`src/rtl/adc_seq_pkg.sv`:
```
package adc_seq_pkg;

    typedef enum logic [1:0] {
        ST_CONVERT  = 2'd0,
        ST_SLEEP    = 2'd1,
        ST_DATA_OUT = 2'd2
    } seq_state_e;

endpackage

```
`src/rtl/adc_seq_edge.sv`:
```
module adc_seq_edge (
    input  logic clk,
    input  logic rst_n,
    input  logic sig,
    output logic fall
);
    logic sig_q;

    always_ff @(posedge clk or negedge rst_n) begin
        if (!rst_n) sig_q <= 1'b0;
        else        sig_q <= sig;
    end

    assign fall = sig_q & ~sig;
endmodule

```
`src/rtl/adc_seq_timer.sv`:
```
module adc_seq_timer #(
    parameter int CONV_CYCLES = 20480
) (
    input  logic clk,
    input  logic rst_n,
    input  logic run,
    output logic done
);
    localparam int CW = $clog2(CONV_CYCLES);
    localparam logic [CW-1:0] LAST = CW'(CONV_CYCLES - 1);

    logic [CW-1:0] cnt_q;

    always_ff @(posedge clk or negedge rst_n) begin
        if (!rst_n)          cnt_q <= '0;
        else if (!run)       cnt_q <= '0;
        else if (cnt_q == LAST) cnt_q <= '0;
        else                 cnt_q <= cnt_q + 1'b1;
    end

    assign done = run && (cnt_q == LAST);
endmodule

```
`src/rtl/adc_seq_shift.sv`:
```
module adc_seq_shift #(
    parameter int WORD_W = 20
) (
    input  logic              clk,
    input  logic              rst_n,
    input  logic              load,
    input  logic [WORD_W-1:0] din,
    input  logic              shift_en,
    output logic              msb,
    output logic              last
);
    localparam int BCW = $clog2(WORD_W);
    localparam logic [BCW-1:0] FINAL = BCW'(WORD_W - 1);

    logic [WORD_W-1:0] sreg_q;
    logic [BCW-1:0]    bcnt_q;

    always_ff @(posedge clk or negedge rst_n) begin
        if (!rst_n) begin
            sreg_q <= '0;
            bcnt_q <= '0;
        end else if (load) begin
            sreg_q <= din;
            bcnt_q <= '0;
        end else if (shift_en) begin
            sreg_q <= {sreg_q[WORD_W-2:0], 1'b0};
            bcnt_q <= (bcnt_q == FINAL) ? '0 : bcnt_q + 1'b1;
        end
    end

    assign msb  = sreg_q[WORD_W-1];
    assign last = shift_en && (bcnt_q == FINAL);
endmodule

```
`src/rtl/adc_seq_ctrl.sv`:
```
module adc_seq_ctrl
    import adc_seq_pkg::*;
#(
    parameter int CONV_CYCLES = 20480,
    parameter int WORD_W      = 20
) (
    input  logic              clk,
    input  logic              rst_n,
    input  logic              cs_n,
    input  logic              sck,
    input  logic [WORD_W-1:0] result_in,
    output logic              sdo_data,
    output logic              sdo_oe
);
    seq_state_e state_q, state_d;
    logic       sck_fall, conv_done, shift_en, word_msb, word_last;

    adc_seq_edge u_edge (
        .clk   (clk),
        .rst_n (rst_n),
        .sig   (sck),
        .fall  (sck_fall)
    );

    adc_seq_timer #(.CONV_CYCLES(CONV_CYCLES)) u_timer (
        .clk   (clk),
        .rst_n (rst_n),
        .run   (state_q == ST_CONVERT),
        .done  (conv_done)
    );

    assign shift_en = sck_fall && !cs_n && (state_q == ST_DATA_OUT);

    adc_seq_shift #(.WORD_W(WORD_W)) u_shift (
        .clk      (clk),
        .rst_n    (rst_n),
        .load     (conv_done),
        .din      (result_in),
        .shift_en (shift_en),
        .msb      (word_msb),
        .last     (word_last)
    );

    always_comb begin
        state_d = state_q;
        unique case (state_q)
            ST_CONVERT:  if (conv_done) state_d = ST_SLEEP;
            ST_SLEEP:    if (!cs_n)     state_d = ST_DATA_OUT;
            ST_DATA_OUT: if (cs_n || word_last) state_d = ST_CONVERT;
            default:     state_d = ST_CONVERT;
        endcase
    end

    always_ff @(posedge clk or negedge rst_n) begin
        if (!rst_n) state_q <= ST_CONVERT;
        else        state_q <= state_d;
    end

    always_comb begin
        sdo_oe = ~cs_n;
        unique case (state_q)
            ST_CONVERT:  sdo_data = 1'b1;
            ST_SLEEP:    sdo_data = 1'b0;
            ST_DATA_OUT: sdo_data = word_msb;
            default:     sdo_data = 1'b1;
        endcase
    end
endmodule

```
`config.mk`:
```
export PLATFORM = sky130hd
export DESIGN_NAME = adc_seq_ctrl
export DESIGN_NICKNAME = d
export VERILOG_FILES = /design/src/rtl/adc_seq_pkg.sv /design/src/rtl/adc_seq_edge.sv /design/src/rtl/adc_seq_timer.sv /design/src/rtl/adc_seq_shift.sv /design/src/rtl/adc_seq_ctrl.sv
export SDC_FILE = /design/constraint.sdc
export NUM_CORES = 1
export LEC_CHECK = 0
export ABC_AREA = 1
export BUFFER_PORTS_ARGS = -buffer_cell sky130_fd_sc_hd__buf_4
export CORE_ASPECT_RATIO = 0.8
export CORE_UTILIZATION = 35
export CTS_CLUSTER_DIAMETER = 200
export DETAILED_ROUTE_END_ITERATION = 12
export PLACE_DENSITY = 0.54
export SLEW_MARGIN = 10
export SYNTH_ARGS = -nofsm -noshare
export SYNTH_HDL_FRONTEND = slang
export SYNTH_SLANG_ARGS = --single-unit
```
`constraint.sdc`:
```
create_clock -name clk -period 1.6 [get_ports clk]
set_clock_uncertainty 0.15 [all_clocks]
set_input_delay 0.16 -clock clk [delete_from_list [all_inputs] [get_ports clk]]
set_output_delay 0.16 -clock clk [all_outputs]
set_load 0.01 [all_outputs]
```
# Word level (Yosys, flattened, before mapping)
# Cells that the tools add are included.
[totals]
reg_bits = 43
in_bits = 24
output_inout_bits = 2
word_cells = 38
[op_classes]
add_sub_neg = 2
eq_ne = 7
n_mux = 12
bitwise_logic = 3
reduce_logical = 9
[ops]
columns = ["cell", "count"]
rows = [
  ["two-way mux 20 bit", 2],
  ["two-way mux 15 bit", 2],
  ["adder 15 x 1 -> 15 bit, second input constant", 1],
  ["equality test 15 bit, second input constant", 1],
  ["two-way mux 5 bit", 3],
  ["two-way mux 2 bit", 3],
  ["one-hot mux 2 bit (3 select lines)", 1],
  ["adder 5 x 1 -> 5 bit, second input constant", 1],
  ["equality test 5 bit, second input constant", 1],
  ["logical AND 1 bit", 4],
  ["!= test 2 bit, second input constant", 2],
  ["AND reduction 3 bit", 1],
  ["equality test 2 x 1 -> 1 bit, second input constant", 1],
  ["equality test 2 bit, second input constant", 1],
  ["logical NOT 2 bit", 1],
  ["!= test 2 x 1 -> 1 bit, second input constant", 1],
  ["inverter 1 bit", 2],
  ["one-hot mux 1 bit (2 select lines)", 1],
  ["nonzero test 2 bit", 1],
  ["bitwise AND 1 bit", 1],
  ["logical NOT 1 bit", 1],
  ["logical OR 1 bit", 1],
]

# Logic depth before layout (Yosys ltp)
# Gate-level depths: netlist of the first run.
[logic_depth]
ltp_word = 8
mapped_depth = 9
mapped_depth_nobuf = 8

# Hierarchy
# Synthesis of the first run repeated with hierarchy kept, for this count alone.
[unflattened]
hier_cells = 262
hier_area_um2 = 2195.9
[modules_own_cells]
columns = ["module", "n_inst", "cells_each", "area_each_um2", "seq_area_each_um2"]
rows = [
  ["adc_seq_shift", 1, 132, 1133.6, 625.6],
  ["adc_seq_timer", 1, 109, 903.4, 375.4],
  ["adc_seq_ctrl", 1, 18, 123.9, 50.0],
  ["adc_seq_edge", 1, 3, 35.0, 25.0],
]

# Worst setup path before layout of the first run
# Ideal clock, no wire load.
[synth_timing]
path_kind = "register to register"
start = "register u_timer.cnt_q[0]"
end = "register u_shift.sreg_q[13]"
setup_ns = 0.125
arrival_time_ns = 1.319
t_required_ns = 1.325
setup_slack_ns = 0.006
path_stages_with_launch = 10
path_buffers = 1
synth_period_minus_slack_ns = 1.594
cell_sequence = "dfrtp_1 -> ha_1 -> nand3_1 -> inv_1 -> nand2_1 -> inv_1 -> nand3_2 -> buf_4 -> nand3_1 -> nand3_1"
[synth_via]
elab_chain_len = 3
elab_cells_between_ends = 4
cone_classes = "eq/ne (1); mux (1); reduce/logical (2)"
[synth_rtl]
columns = ["item", "line_no", "rtl"]
rows = [
  ["start: declaration", "adc_seq_timer.sv:12", "logic [CW-1:0] cnt_q;"],
  ["start signal: assignment", "adc_seq_timer.sv:18", "else cnt_q <= cnt_q + 1'b1;"],
  ["equality test 15 bit *", "adc_seq_timer.sv:21", "assign done = run && (cnt_q == LAST);"],
  ["logical AND 1 bit *", "adc_seq_timer.sv:21", ""],
  ["two-way mux 20 bit or nonzero test 2 bit (tied branches)", "--", ""],
  ["end signal: assignment", "adc_seq_shift.sv:23", "sreg_q <= din;"],
  ["end signal: assignment", "adc_seq_shift.sv:26", "sreg_q <= {sreg_q[WORD_W-2:0], 1'b0};"],
  ["end: declaration", "adc_seq_shift.sv:15", "logic [WORD_W-1:0] sreg_q;"],
]
# Every way passes the cells marked *; elsewhere a longest branch is shown, timed or not.
# A chain may end at the register's enable or synchronous reset.

# Final worst setup path of the first run
[layout_timing]
start = "register u_timer.cnt_q[0]"
end = "register u_shift.bcnt_q[3]"
[layout_via]
elab_chain_len = 3
elab_cells_between_ends = 4
cone_classes = "eq/ne (1); mux (1); reduce/logical (2)"
[layout_rtl]
columns = ["item", "line_no", "rtl"]
rows = [
  ["equality test 15 bit *", "adc_seq_timer.sv:21", ""],
  ["logical AND 1 bit *", "adc_seq_timer.sv:21", ""],
  ["two-way mux 5 bit or nonzero test 2 bit (tied branches)", "--", ""],
  ["end signal: assignment", "adc_seq_shift.sv:27", "bcnt_q <= (bcnt_q == FINAL) ? '0 : bcnt_q + 1'b1;"],
  ["end: declaration", "adc_seq_shift.sv:16", "logic [BCW-1:0] bcnt_q;"],
]
# Marks and branches as above.

==> impl_metrics.json, run 1 <==
{
  "netlist_instances": 268,
  "track_usage_pct": 18.58,
  "worst_ep_required_time_ps": 1630,
  "antenna_found_initial": 0,
  "place_ws_ps": -120.4,
  "p_switching_uw": 674.1,
  "post-route-min-period_ps": 1567,
  "holdPathEnd": "state_q[0]",
  "drv_slew": 0,
  "fp-row-count": 24,
  "power_frac_seq_pct": 50.8,
  "setup_ws_ps": 33.14,
  "fin_tns_setup_ps": 0,
  "critical-path-slowest-cell": "dfrtp_1",
  "cts_tree": "done",
  "synth_xor_xnor_area_share_pct": 2.896,
  "internal-power_mw": 1.746,
  "clkTransAtPathRegs_ps": 90,
  "grt_overflow": 0,
  "die_area_um2": 6365,
  "first_pass_iters": 4,
  "yosys.area_share.adder_pct": 1.182,
  "power_mw": 2.420,
  "power_density_nw_per_um2": 781.8,
  "grt_max_degree": 44,
  "grt_pass1_vias": 1924,
  "diodes": 0,
  "portBuffers": 25,
  "synth_area_per_cell_um2": 7.899,
  "cp_max_fo": 5,
  "slew_headroom_pct": 62.41,
  "irDropWorstVdd_mv": 0.4057,
  "hold_viol": 0,
  "htree_num_levels": 2,
  "timing.rr.start": "u_timer.cnt_q[0]",
  "synth_top_family_by_area": "simple AND/OR/NAND/NOR gates",
  "synth_area_um2": 2117,
  "worst_setup_path_end_kind": "flip-flop",
  "cp_cell_sequence": "ha_2 > nand3_2 > inv_2 > nand2_4 > inv_4 > nand3_4 > clkbuf_16 > nand3_1 > o21ai_0",
  "synth_top_cell_by_area": "dfrtp_1",
  "synthSimpleGateAreaFrac_pct": 36.11,
  "ys_top_cells_by_area": "dfrtp_1, nand3_1, nand2_1, nor2_1, inv_1",
  "wl_per_cell_um": 13.06,
  "rsz0062_at_grt": "yes",
  "ys_warn_count": 0,
  "die_x_um": 88.95,
  "finalInstanceArea_um2": 3095,
  "async_flop_share_pct": 100.0,
  "drt_wl_total_mm": 5.563,
  "initial_utilization_pct": 37.50,
  "worstReg2RegEnd": "u_shift.bcnt_q[3]",
  "synth_compound_area_share_pct": 2.837,
  "synth_nets": 294,
  "clockRootBuffer": "clkbuf_8",
  "synthMuxAreaShare_pct": 0,
  "reg2reg_depth": 9,
  "nets": 373,
  "ys_types": 21,
  "die_h_um": 71.56,
  "min_period_over_period_pct": 97.93,
  "grt_first_pass_wirelength_mm": 9.004,
  "fmax_mhz": 638.2,
  "p_leak_nw": 1.542,
  "regArea_um2": 1076,
  "slowest_delay_ps": 360,
  "outcome": "finished clean",
  "syn_to_final_growth_pct": 46.22,
  "yosysSeqAreaShare_pct": 50.83,
  "critPathTopFamily": "flip-flops",
  "drt_iter0_drc": 136,
  "drv_cap": 0,
  "sw_frac_of_total_pct": 27.85,
  "final_antenna_net_count": 0,
  "core_area_um2": 5645,
  "place.gp.congestion": 0.7800,
  "viasPerCell": 4.737,
  "cts_made_buffers": 5,
  "arrival_ps": 1600,
  "n_fill_cell": 570,
  "holdPathStages": 3,
  "min_path_type": "input pin to flip-flop",
  "insertion_delay_ps": 300,
  "cts_buffer_depth": 2,
  "drive_gt1_share_pct": 27.01,
  "num_io_pins": 26,
  "timing.critical_path.buf_inv": 3,
  "ys_seq_elements": 43,
  "vias": 2018,
  "synth_edf_count": 0,
  "place_hpwl_mm": 3.496,
  "ys.flop_type": "dfrtp_1",
  "synth_top_area_share_pct": 50.83,
  "worst_slew_pin_slew_ps": 563.9,
  "place_area_um2": 2577,
  "crit_path_start_kind": "flip-flop",
  "finalSetupViolCount": 0,
  "combPwrFrac_pct": 20.5,
  "worst-setup-path-type": "flip-flop to flip-flop",
  "multiInputGateArea_um2": 1031,
  "r2r_setup_slack_ps": 30,
  "hp-start": "cs_n",
  "pwr-share-clk_pct": 28.7,
  "clock_sinks": 43,
  "drt_drc_violations_left": 0
}
## layout by cell type (no fill, tap or decap), types with 2 or more instances in the layout
master          n
buf_4          53
buf_6           2
clkbuf_16       2
clkbuf_8        5
dfrtp_1        43
dlygate4sd3_1  23
ha_2            2
inv_1          17
inv_4           2
nand2_1        53
nand3_1        60
nand3_2         9
nor2_1         35
nor2_2          6
nor2_4          2
nor3_1          3
nor3_4          2
o21ai_0         4
o21ai_1         4
xnor2_1         2
xor2_1          5
## cells in the mapped netlist, types with 3 or more instances
master / number
nand3_1: 69
nand2_1: 55
dfrtp_1: 43
nor2_1: 43
inv_1: 19
o21ai_0: 8
nor3_1: 5
xor2_1: 5
buf_4: 4
clkbuf_1: 3
## power by group through the flow
| stage | sequential (mW) | combinational [mW] | clock, mW |
|---|---|---|---|
| 2_1_floorplan | 1.26 | 0.162 | 0 |
| 3_3_place_gp | 1.24 | 0.404 | 0 |
| 3_5_place_dp | 1.25 | 0.405 | 0 |
| 4_1_cts | 1.22 | 0.464 | 0.710 |
| 5_1_grt | 1.24 | 0.548 | 0.761 |
| 6_report | 1.23 | 0.495 | 0.696 |
## worst max path at each step
stage / end / cells after the start / slack (ps) / startpoint
floorplan: u_shift.sreg_q[13] / 9 / 6 / u_timer.cnt_q[0]
global placement: u_timer.cnt_q[9] / 8 / -50 / u_timer.cnt_q[0]
detailed placement: u_shift.sreg_q[14] / 8 / -120 / u_timer.cnt_q[0]
CTS: u_shift.bcnt_q[0] / 6 / 6 / state_q[0]
global route: u_shift.bcnt_q[0] / 6 / -110 / state_q[0]
finish: u_shift.bcnt_q[3] / 9 / 30 / u_timer.cnt_q[0]
## area by class of cell
cell class | instances | share of cell area [%]
Inverter | 20 | 2.587
Multi-Input combinational cell | 195 | 33.31
Clock buffer | 6 | 2.344
Clock inverter | 2 | 0.4042
Timing Repair Buffer | 82 | 23.44
Tap cell | 78 | 3.153
Sequential cell | 43 | 34.76
## flip-flops by register name, indices dropped and copies added, names as in the netlist
name,cells
u_shift.bcnt_q,5
state_q,2
u_shift.sreg_q,20
u_timer.cnt_q,15
u_edge.sig_q,1
## kinds of logic (layout without fill, tap and decap cells)
group                      count (synthesis)  in the layout
adders and majority gates                  2              2
buffers and inverters                     30            110
AOI/OAI and AO/OA                         11             11
xor gates and xnor gates                   7              7
and+or+nand+nor                          175            175
DFF                                       43             43
## worst register-to-register path: stages, from the launching register on
cell,delay [ps]
dfrtp_1,360
ha_2,190
nand3_2,90
inv_2,70
nand2_4,70
inv_4,70
nand3_4,130
clkbuf_16,200
nand3_1,60
o21ai_0,70
## layer usage
layer  vias to the layer above  global-route usage, %  part of all wire, %
met5                         -                      0                    0
met4                         0                  4.762                  1.3
met3                        10                  4.147                  2.6
met2                        25                  28.03                   46
met1                       946                  27.12                   50
li1                       1037                      -                    -
## metrics by stage
stage / hold WS [ps] / util [%] / instances
after global placement: 57.94 / 45.66 / 390
after CTS: 28.71 / 51.77 / 422
after detailed placement: 49.36 / 45.66 / 390
after global routing: 28.78 / 54.83 / 426
after floorplan: -285.6 / - / 268
final: 18.88 / 54.83 / 426
## what timing repair did
action,in CTS,in global routing
hold endpoints to repair,65,0
gates cloned,0,3
pin swaps,0,3
hold buffers,23,0
resized for setup,7,32
setup endpoints to repair,26,36
buffers inserted,1,1
Power figures use the tool's default switching activity.
==> run 2: changes to the inputs <==
--- a/config.mk
+++ b/config.mk
@@ -11,7 +11,7 @@
 export CORE_UTILIZATION = 35
 export CTS_CLUSTER_DIAMETER = 200
 export DETAILED_ROUTE_END_ITERATION = 12
-export PLACE_DENSITY = 0.54
+export PLACE_DENSITY = 0.52
 export SLEW_MARGIN = 10
 export SYNTH_ARGS = -nofsm -noshare
 export SYNTH_HDL_FRONTEND = slang
==> constraint.sdc (replaced) <==
create_clock -name clk -period 1.8 [get_ports clk]
set_clock_uncertainty 0.15 [all_clocks]
set_input_delay 0.18 -clock clk [delete_from_list [all_inputs] [get_ports clk]]
set_output_delay 0.18 -clock clk [all_outputs]
set_load 0.01 [all_outputs]
==> impl_metrics.json, run 2 (synthesis results as in run 1) <==
{
  "outcome": "finished clean",
  "worst-setup-path-type": "input pin to flip-flop",
  "num_io_pins": 26,
  "drv_cap": 0,
  "cp_max_fo": 26,
  "crit_path_start_kind": "input pin",
  "die_area_um2": 6365,
  "arrival_ps": 1690,
  "vias": 1892,
  "slowest_delay_ps": 540,
  "timing.critical_path.buf_inv": 4,
  "drv_slew": 0,
  "viasPerCell": 4.742,
  "pwr-share-clk_pct": 36.0,
  "cts_buffer_depth": 2,
  "sw_frac_of_total_pct": 24.48,
  "fin_tns_setup_ps": 0,
  "post-route-util_pct": 49.47,
  "hold_viol": 0,
  "power_density_nw_per_um2": 777.1,
  "finalSetupViolCount": 0,
  "critical-path-slowest-cell": "dlygate4sd3_1",
  "grt_first_pass_wirelength_mm": 8.700,
  "clock_sinks": 43,
  "final_common_cell": "nand3_1",
  "place.gp.congestion": 0.7694,
  "worst_ep_required_time_ps": 1840,
  "cts_setup_buffers": 0,
  "grt_overflow": 0,
  "syn_to_final_growth_pct": 31.91,
  "min_path_type": "input pin to flip-flop",
  "antenna_found_initial": 0,
  "p_leak_nw": 1.377,
  "critPathTopFamily": "buffers and inverters",
  "die_h_um": 71.56,
  "irDropWorstVdd_mv": 0.3085,
  "fmax_mhz": 604.6,
  "drive_gt1_share_pct": 14.64,
  "diodes": 0,
  "drt_wl_total_mm": 4.935,
  "first_pass_iters": 5,
  "layout_common_cells": "nand3_1, nand2_1, dfrtp_1",
  "track_usage_pct": 17.72,
  "insertion_delay_ps": 290,
  "n_fill_cell": 567,
  "power_frac_seq_pct": 51.5,
  "wl_per_cell_um": 12.37,
  "portBuffers": 25,
  "worst_setup_path_end_kind": "flip-flop",
  "die_x_um": 88.95,
  "internal-power_mw": 1.639,
  "fp-row-count": 24,
  "grt_pass1_vias": 1844,
  "initial_utilization_pct": 37.50,
  "regMostFlops": "u_shift.sreg_q",
  "final_antenna_net_count": 0,
  "clockRootBuffer": "clkbuf_8",
  "p_switching_uw": 531.3,
  "core_area_um2": 5645,
  "cp_cell_sequence": "dlygate4sd3_1 > buf_4 > inv_1 > nand2_1 > nor3_2 > inv_4 > o21ai_0 > nor2_1",
  "place_hpwl_mm": 3.184,
  "largestRegisters": "u_shift.sreg_q: 20 flops, u_timer.cnt_q: 15 flops, u_shift.bcnt_q: 5 flops",
  "grt_max_degree": 44,
  "cts_tree": "done",
  "worst_slew_pin_slew_ps": 564.5,
  "slew_headroom_pct": 62.37,
  "drt_iter0_drc": 83,
  "rsz0062_at_grt": "no",
  "drt_drc_violations_left": 0,
  "post-route-min-period_ps": 1654,
  "cts_made_buffers": 5,
  "clkTransAtPathRegs_ps": 80,
  "combPwrFrac_pct": 12.5,
  "nets": 346,
  "htree_num_levels": 2,
  "min_period_over_period_pct": 91.89,
  "largest_register_ffs": 20
}
run 2: tightest hold or removal path, cell delays in order:
cell and delay, ps:
buf_4 70, nand3_1 70, nand3_1 100
run 2: area by class of cell:
| type | instances | area, um2 | share of cell area [%] |
|---|---|---|---|
| Tap cell | 78 | 97.59 | 3.495 |
| Sequential cell | 43 | 1076 | 38.53 |
| Clock buffer | 6 | 82.58 | 2.957 |
| Timing Repair Buffer | 55 | 505.5 | 18.10 |
| Inverter | 20 | 77.57 | 2.778 |
| Multi-Input combinational cell | 195 | 918.4 | 32.89 |
| Clock inverter | 2 | 35.03 | 1.254 |
run 2: power by group through the flow:
stage | Combinational (mW) | Clock [mW] | Sequential, mW
CTS | 0.277 | 0.814 | 1.12
global route | 0.315 | 0.849 | 1.13
detailed placement | 0.235 | 0 | 1.13
floorplan | 0.144 | 0 | 1.12
global placement | 0.240 | 0 | 1.13
finish | 0.272 | 0.781 | 1.12
run 2: what timing repair did:
action	4_1_cts	5_1_grt
resized for setup	0	5
hold buffers	22	0
setup endpoints to repair	0	13
hold endpoints to repair	64	0
run 2: layer usage:
layer	part of all wire (%)	up-vias	global-route usage, %
met5	0	-	0
met4	0.77	0	4.233
met3	3.9	4	3.802
met2	43	41	26.58
met1	52	870	26.26
li1	-	977	-
run 2: per-stage QoR:
stage | instance area (um2) | std cells | setup WS [ps] | hold WS (ps) | power, mW
after detailed placement | 2445 | 369 | 49.59 | 66.83 | 1.369
after CTS | 2783 | 399 | 44.45 | 11.01 | 2.207
after global routing | 2793 | 399 | 1.859 | 25.96 | 2.291
after floorplan | 2117 | 268 | 206.2 | -265.6 | 1.263
after global placement | 2445 | 369 | 89.96 | 74.20 | 1.374
final | 2793 | 399 | 146.0 | 18.24 | 2.170
run 2: worst paths after layout:
check,from,endpoint,slack [ps],cells past startpoint
max,sck,u_shift.bcnt_q[0],150,8
min reg2reg,u_timer.cnt_q[0],u_timer.cnt_q[0],310,1
min,result_in[11],u_shift.sreg_q[11],20,3
max in group asynchronous,rst_n,u_shift.sreg_q[14],840,2
max reg2reg,u_timer.cnt_q[0],u_timer.cnt_q[14],160,9
min in group asynchronous,rst_n,u_timer.cnt_q[12],270,2
==> run 3: changes to the inputs <==
==> constraint.sdc (replaced) <==
create_clock -name clk -period 1.6 [get_ports clk]
set_clock_uncertainty 0.15 [all_clocks]
set_input_delay 0.16 -clock clk [delete_from_list [all_inputs] [get_ports clk]]
set_output_delay 0.16 -clock clk [all_outputs]
set_load 0.01 [all_outputs]
==> impl_metrics.json, run 3 (synthesis results as in run 1) <==
{
  "outcome": "finished clean",
  "place.gp.congestion": 0.7465,
  "min_path_type": "input pin to asynchronous set/reset pin",
  "vias": 1968,
  "worst_setup_path_end_kind": "flip-flop",
  "wl_met1_mm": 2.697,
  "drt_drc_violations_left": 0,
  "fmax_mhz": 648.5,
  "clockRootBuffer": "clkbuf_8",
  "cts_buffer_depth": 2,
  "reg2reg_depth": 9,
  "fp-row-count": 24,
  "grt_max_degree": 44,
  "die_area_um2": 6365,
  "drv_cap": 0,
  "largestRegisters": "u_shift.sreg_q: 20 flops, u_timer.cnt_q: 15 flops, u_shift.bcnt_q: 5 flops",
  "grt_overflow": 0,
  "insertion_delay_ps": 290,
  "multiInputGateArea_um2": 977.2,
  "drt_wl_total_mm": 5.054,
  "route.met2.wl_mm": 2.147,
  "top_layer": "met4",
  "rsz0062_at_grt": "yes",
  "clkTransAtPathRegs_ps": 90,
  "grt_first_pass_wirelength_mm": 8.901,
  "worst_ep_required_time_ps": 1690,
  "crit_end": "u_shift.bcnt_q[1]",
  "grt_pass1_vias": 1955,
  "power_density_nw_per_um2": 900.6,
  "min_period_over_period_pct": 96.38,
  "worst_slew_pin_slew_ps": 548.5,
  "clock_sinks": 43,
  "initial_utilization_pct": 37.50,
  "r2r_setup_slack_ps": 80,
  "p_leak_nw": 1.499,
  "timing.rr.start": "u_timer.cnt_q[1]",
  "die_h_um": 71.56,
  "viasPerCell": 4.697,
  "irDropWorstVdd_mv": 0.4861,
  "drive_gt1_share_pct": 22.87,
  "slew_headroom_pct": 63.43,
  "die_x_um": 88.95,
  "fin_tns_setup_ps": 0,
  "diodes": 0,
  "nets": 366,
  "cp_max_fo": 23,
  "antenna_found_initial": 0,
  "regArea_um2": 1076,
  "largest_register_ffs": 20,
  "arrival_ps": 1630,
  "drt_iter0_drc": 125,
  "final_common_cell": "nand3_1",
  "cts_tree": "done",
  "drv_slew": 0,
  "crit_start": "sck",
  "layout_common_cells": "nand3_1, nand2_1, buf_4",
  "portBuffers": 25,
  "final_antenna_net_count": 0,
  "track_usage_pct": 18.30,
  "cts_made_buffers": 5,
  "first_pass_iters": 4,
  "hold_viol": 0,
  "instances_no_fill": 419,
  "worstReg2RegEnd": "u_shift.sreg_q[10]",
  "core_area_um2": 5645,
  "post-route-min-period_ps": 1542,
  "worst-setup-path-type": "input pin to flip-flop",
  "htree_num_levels": 2,
  "numPlacedInstances": 385,
  "regMostFlops": "u_shift.sreg_q",
  "num_io_pins": 26,
  "crit_path_start_kind": "input pin",
  "n_fill_cell": 581,
  "syn_to_final_growth_pct": 42.43,
  "wl_per_cell_um": 12.06,
  "place_hpwl_mm": 3.328,
  "finalSetupViolCount": 0,
  "met3WireLength_um": 179
}
## run 3: changes by cell type in the layout (fill, tap and decap cells not counted), sizes merged
cell	change
clkinvlp	+1
clkbuf	-1
dlygate4sd3	+1
bufinv	+1
clkinv	-1
buf	+19
## run 3: layout make-up
type	count	area share, %
well taps	78	3.237
multi-input cells	195	32.41
repair buffers	75	21.49
clock buffers	5	2.282
inverters	20	2.656
clock inverters	3	2.241
flip-flops and latches	43	35.68
## run 3: worst min path at each step
stage / start / to / slack (ps) / cells after the start
after detailed placement: rst_n / u_timer.cnt_q[4] / 40 / 1
after floorplan: rst_n / state_q[0] / -290 / 0
after global placement: rst_n / u_timer.cnt_q[4] / 50 / 1
after CTS: rst_n / u_shift.sreg_q[6] / 260 / 2
after global routing: rst_n / u_timer.cnt_q[4] / 320 / 2
final: rst_n / u_timer.cnt_q[1] / 250 / 2
## run 3: layer usage
layer  global-route usage (%)  vias to the layer above
li1                         -                     1018
met4                    4.233                        0
met1                    27.78                      916
met2                    26.84                       32
met5                        0                        -
met3                    3.802                        2
## run 3: critical path, cell delays in order
cell           delay (ps)
dlygate4sd3_1         540
buf_4                 140
inv_1                  40
nand2_1                90
nor3_4                190
buf_6                 250
nand2_1                70
nand2_1                70
nand2_1                40
inv_1                  40
## run 3: power by group
part           internal [mW]  switching [mW]
Combinational          0.262           0.206
Clock                  0.623           0.388
Sequential              1.18          0.0601
## run 3: timing repair
| item | 4_1_cts | 5_1_grt |
|---|---|---|
| gates cloned | 1 | 0 |
| hold buffers | 23 | 0 |
| pin swaps | 0 | 2 |
| endpoints found under the hold margin | 65 | 0 |
| endpoints found under the setup margin | 27 | 35 |
| gates resized for setup | 9 | 19 |
| buffers inserted | 0 | 2 |
## run 3: per-stage QoR
stage	instance area [um2]	hold slack, ps	power, mW	setup slack [ps]	utilization (%)
finish	3015	248.2	2.716	57.94	53.41
detailed placement	2540	41.48	1.629	-58.51	44.99
global placement	2540	47.50	1.626	-28.24	44.99
floorplan	2117	-285.6	1.420	6.233	-
global route	3015	316.0	2.869	-49.92	53.41
CTS	2940	264.2	2.686	8.204	52.08
